--- src/rtl/hb_cmd_pkg.sv ---
package hb_cmd_pkg;
   typedef enum logic [1:0] {
      DRV_OFF  = 2'b00,
      DRV_LOW  = 2'b01,
      DRV_HIGH = 2'b10
   } drive_e;

   localparam int IX_REQ_A  = 0;
   localparam int IX_REQ_B  = 1;
   localparam int IX_FLIP   = 2;
   localparam int IX_KHI    = 3;
   localparam int IX_KLO_N  = 4;
   localparam int IX_WAKE   = 5;
   localparam int IX_UV     = 6;
   localparam int IX_HOT    = 7;
   localparam int IX_COOL   = 8;
   localparam int IX_SHORT  = 9;
   localparam int N_SYNC    = 10;
endpackage

--- src/rtl/hb_sync_chain.sv ---
module hb_sync_chain #(
   parameter int W      = 1,
   parameter int STAGES = 2
) (
   input  logic         clk,
   input  logic         rst_n,
   input  logic [W-1:0] d,
   output logic [W-1:0] q
);
   generate
      if (STAGES < 2) begin : g_bad_depth
         $error("hb_sync_chain: STAGES must be at least 2");
      end
      if (W < 1) begin : g_bad_width
         $error("hb_sync_chain: W must be at least 1");
      end
   endgenerate

   logic [W-1:0] stg [STAGES];

   always_ff @(posedge clk or negedge rst_n) begin
      if (!rst_n) begin
         for (int i = 0; i < STAGES; i++) stg[i] <= '0;
      end else begin
         stg[0] <= d;
         for (int i = 1; i < STAGES; i++) stg[i] <= stg[i-1];
      end
   end

   assign q = stg[STAGES-1];
endmodule

--- src/rtl/hb_fault_hold.sv ---
module hb_fault_hold (
   input  logic clk,
   input  logic rst_n,
   input  logic khi_s,
   input  logic klo_n_s,
   input  logic wake_s,
   input  logic short_s,
   input  logic hot_s,
   input  logic cool_s,
   output logic short_latched,
   output logic hot_latched
);
   logic prev_khi, prev_klo_n, prev_wake;
   logic rearm, set_short, set_hot;

   always_ff @(posedge clk or negedge rst_n) begin
      if (!rst_n) begin
         prev_khi   <= 1'b0;
         prev_klo_n <= 1'b0;
         prev_wake  <= 1'b0;
      end else begin
         prev_khi   <= khi_s;
         prev_klo_n <= klo_n_s;
         prev_wake  <= wake_s;
      end
   end

   assign rearm = (prev_khi & ~khi_s) | (~prev_klo_n & klo_n_s) | (prev_wake ^ wake_s);
   assign set_short = short_s & wake_s;
   assign set_hot   = hot_s & wake_s;

   always_ff @(posedge clk or negedge rst_n) begin
      if (!rst_n) begin
         short_latched <= 1'b0;
         hot_latched   <= 1'b0;
      end else begin
         short_latched <= set_short | (short_latched & ~rearm);
         hot_latched   <= set_hot | (hot_latched & ~(rearm & cool_s));
      end
   end

   a_r7_short_sets: assert property (@(posedge clk) disable iff (!rst_n)
      set_short |=> short_latched);
   a_r8_rearm_clears: assert property (@(posedge clk) disable iff (!rst_n)
      (short_latched && rearm && !set_short) |=> !short_latched);
   a_r9_hot_stays: assert property (@(posedge clk) disable iff (!rst_n)
      (hot_latched && !cool_s) |=> hot_latched);
endmodule

--- src/rtl/hb_leg_decode.sv ---
module hb_leg_decode
   import hb_cmd_pkg::*;
#(
   parameter int LEGS = 2
) (
   input  logic                 clk,
   input  logic                 rst_n,
   input  logic [LEGS-1:0]      req,
   input  logic                 flip,
   input  logic                 block,
   input  logic                 wake,
   output logic [LEGS-1:0][1:0] drv
);
   generate
      if (LEGS < 1) begin : g_bad_legs
         $error("hb_leg_decode: LEGS must be at least 1");
      end
      for (genvar i = 0; i < LEGS; i++) begin : g_leg
         logic lvl;
         assign lvl    = req[i] ^ flip;
         assign drv[i] = (!wake || block) ? DRV_OFF : (lvl ? DRV_HIGH : DRV_LOW);

         a_r2_no_both_on: assert property (@(posedge clk) disable iff (!rst_n)
            drv[i] != 2'b11);
         a_r6_sleep_off: assert property (@(posedge clk) disable iff (!rst_n)
            !wake |-> drv[i] == DRV_OFF);
      end
   endgenerate
endmodule

--- src/rtl/hb_cmd_guard.sv ---
module hb_cmd_guard
   import hb_cmd_pkg::*;
#(
   parameter int SYNC_STAGES = 2
) (
   input  logic       clk,
   input  logic       rst_n,
   input  logic       req_a,
   input  logic       req_b,
   input  logic       flip,
   input  logic       kill_hi,
   input  logic       kill_lo_n,
   input  logic       wake,
   input  logic       undervolt,
   input  logic       overtemp,
   input  logic       temp_cool,
   input  logic       short_pulse,
   output logic [1:0] leg_a_drv,
   output logic [1:0] leg_b_drv,
   output logic       status_n
);
   localparam int LEGS = 2;

   logic [N_SYNC-1:0]     raw, syn;
   logic [LEGS-1:0][1:0]  drv;
   logic                  short_l, hot_l, blocked, wake_s;

   always_comb begin
      raw            = '0;
      raw[IX_REQ_A]  = req_a;
      raw[IX_REQ_B]  = req_b;
      raw[IX_FLIP]   = flip;
      raw[IX_KHI]    = kill_hi;
      raw[IX_KLO_N]  = kill_lo_n;
      raw[IX_WAKE]   = wake;
      raw[IX_UV]     = undervolt;
      raw[IX_HOT]    = overtemp;
      raw[IX_COOL]   = temp_cool;
      raw[IX_SHORT]  = short_pulse;
   end

   hb_sync_chain #(.W(N_SYNC), .STAGES(SYNC_STAGES)) u_sync (
      .clk   (clk),
      .rst_n (rst_n),
      .d     (raw),
      .q     (syn)
   );

   assign wake_s = syn[IX_WAKE];

   hb_fault_hold u_hold (
      .clk           (clk),
      .rst_n         (rst_n),
      .khi_s         (syn[IX_KHI]),
      .klo_n_s       (syn[IX_KLO_N]),
      .wake_s        (wake_s),
      .short_s       (syn[IX_SHORT]),
      .hot_s         (syn[IX_HOT]),
      .cool_s        (syn[IX_COOL]),
      .short_latched (short_l),
      .hot_latched   (hot_l)
   );

   assign blocked = syn[IX_KHI] | ~syn[IX_KLO_N] | short_l | hot_l | syn[IX_UV];

   hb_leg_decode #(.LEGS(LEGS)) u_dec (
      .clk   (clk),
      .rst_n (rst_n),
      .req   ({syn[IX_REQ_B], syn[IX_REQ_A]}),
      .flip  (syn[IX_FLIP]),
      .block (blocked),
      .wake  (wake_s),
      .drv   (drv)
   );

   assign leg_a_drv = drv[0];
   assign leg_b_drv = drv[1];
   assign status_n  = ~wake_s | ~blocked;

   a_r5_disable_flag: assert property (@(posedge clk) disable iff (!rst_n)
      (wake_s && (syn[IX_KHI] || !syn[IX_KLO_N])) |-> (!status_n && leg_a_drv == DRV_OFF));
   a_r10_uv_off: assert property (@(posedge clk) disable iff (!rst_n)
      (wake_s && syn[IX_UV]) |-> (!status_n && leg_b_drv == DRV_OFF));
   a_r7_latched_off: assert property (@(posedge clk) disable iff (!rst_n)
      (wake_s && short_l) |-> (leg_a_drv == DRV_OFF && leg_b_drv == DRV_OFF));
endmodule

--- config.mk ---
export PLATFORM = sky130hd
export DESIGN_NAME = hb_cmd_guard
export DESIGN_NICKNAME = d
export VERILOG_FILES = /design/src/rtl/hb_cmd_pkg.sv /design/src/rtl/hb_sync_chain.sv /design/src/rtl/hb_fault_hold.sv /design/src/rtl/hb_leg_decode.sv /design/src/rtl/hb_cmd_guard.sv
export SDC_FILE = /design/constraint.sdc
export NUM_CORES = 1
export LEC_CHECK = 0
export BUFFER_PORTS_ARGS = -buffer_cell sky130_fd_sc_hd__buf_2
export CAP_MARGIN = 10
export CORE_ASPECT_RATIO = 2
export CORE_MARGIN = 2
export CORE_UTILIZATION = 23
export DETAILED_ROUTE_END_ITERATION = 6
export GPL_TIMING_DRIVEN = 0
export HOLD_SLACK_MARGIN = 0.06
export PLACE_DENSITY = 0.43
export REMOVE_ABC_BUFFERS = 1
export SETUP_SLACK_MARGIN = 0.02
export SKIP_CTS_REPAIR_TIMING = 1
export SYNTH_ARGS = -nofsm -noshare
export SYNTH_HDL_FRONTEND = slang
export SYNTH_SLANG_ARGS = --single-unit
--- constraint.sdc ---
create_clock -name clk -period 1.1 [get_ports clk]
set_input_delay 0.22 -clock clk [delete_from_list [all_inputs] [get_ports clk]]
set_output_delay 0.22 -clock clk [all_outputs]
set_load 0.05 [all_outputs]
==> results_dict.tcl <==
set metrics [dict create \
    drt-pass1-iter-count 4 \
    setup_viol 5 \
    area_delta_synth_final_pct 44.4 \
    clock_latency_ps 260 \
    n_fill_cell 320 \
    p_leak_nw 0.516 \
    layout.nets 93 \
    maxCapViolations 0 \
    rsz0062_at_grt "true" \
    r2r_slack_ps 110 \
    period_minus_slack_ps 1740 \
    fp.dieArea_um2 3890 \
    peakVddDrop_mv 0.881 \
    synth-seq-area-share 0.804 \
    hold_start "u_sync.stg[19]" \
    synthesis.area_um2 778 \
    critPathArrivalTime_ps 1520 \
    htreeDepth 1 \
    clock_path_buffers 2 \
    min_path_type "flop to flop" \
    required_ps 880 \
    fin_area_um2 1120 \
    crit_path_end_kind "output port" \
    worst_pin_slew_ps 523 \
    avgRoutedWirePerCell_um 10.1 \
    drc 0 \
    port_buffers 16 \
    synth.ff_latch_count 25 \
    final_util 0.352 \
    synth_top_family_by_area "simple AND/OR/NAND/NOR gates" \
    grt_pass1_vias 437 \
    cts_buffers 3 \
    synth_fa_ha_area_frac 0 \
    grt_overflow 0 \
    antenna_cells 0 \
    clockRootBuffer "clkbuf_8" \
    synth_cell_types 15 \
    place_hpwl_um 741 \
    cp_max_fo 4 \
    whs_path_depth 0 \
    ioPinCount 17 \
    p_per_area_nw_per_um2 1460 \
    yosys_warnings 0 \
    fin_tns_setup_ps -3070 \
    gr-usage-all-layers 0.0615 \
    reg2reg_from "u_sync.q[5]" \
    drive_gt1_frac 0.363 \
    setup_ws_ps -639 \
    slew_viol_final 0 \
    synth-xor-area-share 0.0225 \
    num_rows 29 \
    hold_viol_final 0 \
    start_util 0.244 \
    core_um2 3190 \
    clock_skew_ps 3.74 \
    slew_headroom 0.652 \
    path_class "flop to output port" \
    die_x_um 45.1 \
    violations "setup timing" \
    cts_tree "yes" \
    grt_pass1_wl_mm 1.70 \
    avgSynthCellArea_um2 16.6 \
    gp_congestion 0.647 \
    antenna_found_initial 0 \
    ant_nets 0 \
    min_to "u_sync.q[9]" \
    status "complete, but fails checks" \
    clk_pin_slew_ps 80 \
    synth-compound-area-share 0.0338 \
    clock_sinks 25 \
    start_kind "flop" \
    place_area_um2 897 \
    r2r_cells 3 \
    synth_simple_gate_area_frac 0.130 \
    vias 453 \
    drt_iter0_markers 5 \
    synthCells 47 \
    routed_wl_mm 1.12 \
    grt_max_degree 26 \
    die_h_um 86.3 \
    max_clock_freq_mhz 575 \
    muxShareOfSynthArea 0 \
    fin_crit_sh 1.58 \
    r2r_end "u_hold.hot_latched" \
    viasPerCell 4.08 \
]
==> layer usage <==
metal / track usage / vias up / part of all wire
met2: 0.105 / 10 / 0.59
met1: 0.0546 / 222 / 0.37
li1: - / 219 / -
met5: 0 / - / 0
met3: 0.0146 / 2 / 0.025
met4: 0.0561 / 0 / 0.020
==> synthesized netlist by cell type <==
library cell  instances  area (um2)
inv_1                 2        7.51
nor4b_4               1        23.8
nand3_2               1        10.0
nand2b_1              2        12.5
nand2_1               2        7.51
dfrtp_1              25         626
a22oi_1               1        7.51
nand3_1               1        5.00
nand4_1               2        12.5
o2111ai_1             1        8.76
a21bo_1               1        10.0
xor2_1                2        17.5
and2_1                1        6.26
nor2_1                3        11.3
nor2b_1               2        12.5
==> through the flow <==
step	hold WS, ps	cells	total power, mW	setup WS, ps
CTS	-57.4	98	1.62	-723
global placement	218	94	1.10	-394
finish	353	111	1.64	-639
floorplan	-75.6	47	1.06	-652
global route	358	111	1.73	-708
detailed placement	227	94	1.11	-428
==> sequential cells by signal, indices dropped and copies added, names as in the netlist <==
| name | cells |
|---|---|
| u_hold.prev_khi | 1 |
| u_hold.hot_latched | 1 |
| u_hold.prev_klo_n | 1 |
| u_sync.stg | 10 |
| u_hold.prev_wake | 1 |
| u_sync.q | 10 |
| u_hold.short_latched | 1 |
==> worst max path at each step <==
stage | depth (start not counted) | end | startpoint
finish | 4 | leg_b_drv[1] | u_hold.short_latched
global route | 4 | leg_b_drv[1] | u_hold.short_latched
CTS | 4 | leg_b_drv[1] | u_sync.q[3]
detailed placement | 4 | leg_b_drv[1] | u_sync.q[3]
global placement | 4 | leg_a_drv[1] | u_sync.q[3]
floorplan | 3 | leg_a_drv[1] | u_sync.q[3]
==> cell families after synthesis <==
family / count (synthesis)
compound gates: 3
simple gates: 15
xor+xnor: 2
flops: 25
buf+inv: 2
==> power by group <==
| group | switching (mW) | internal, mW |
|---|---|---|
| sequential | 0.0275 | 0.969 |
| clock | 0.248 | 0.252 |
| combinational | 0.0670 | 0.0781 |
==> area by class of cell <==
cell class,count,area (um2),area share
Multi-Input combinational cell,20,168,0.149
Sequential cell,25,627,0.558
Tap cell,31,38.8,0.0345
Clock buffer,3,41.3,0.0367
Inverter,2,7.51,0.00668
Clock inverter,1,5.00,0.00445
Timing Repair Buffer,29,236,0.210
==> critical path, cell delays in order (launching register included) <==
cell and delay [ps]:
dfrtp_1 420, nor4b_4 360, nand3_4 160, nor2b_2 150
buf_6 160
==> cells in the final DEF, fill, tap and decap left out, types with 2 or more instances in the layout <==
master and n:
nand4_1 2, dfrtp_1 24, nand2b_1 2, buf_4 2, nand2_1 2, dlygate4sd3_1 11, buf_2 11, inv_1 2
buf_6 5, clkbuf_8 3, xor2_1 2, nor2b_2 2
(Power assumes the default switching activity.)
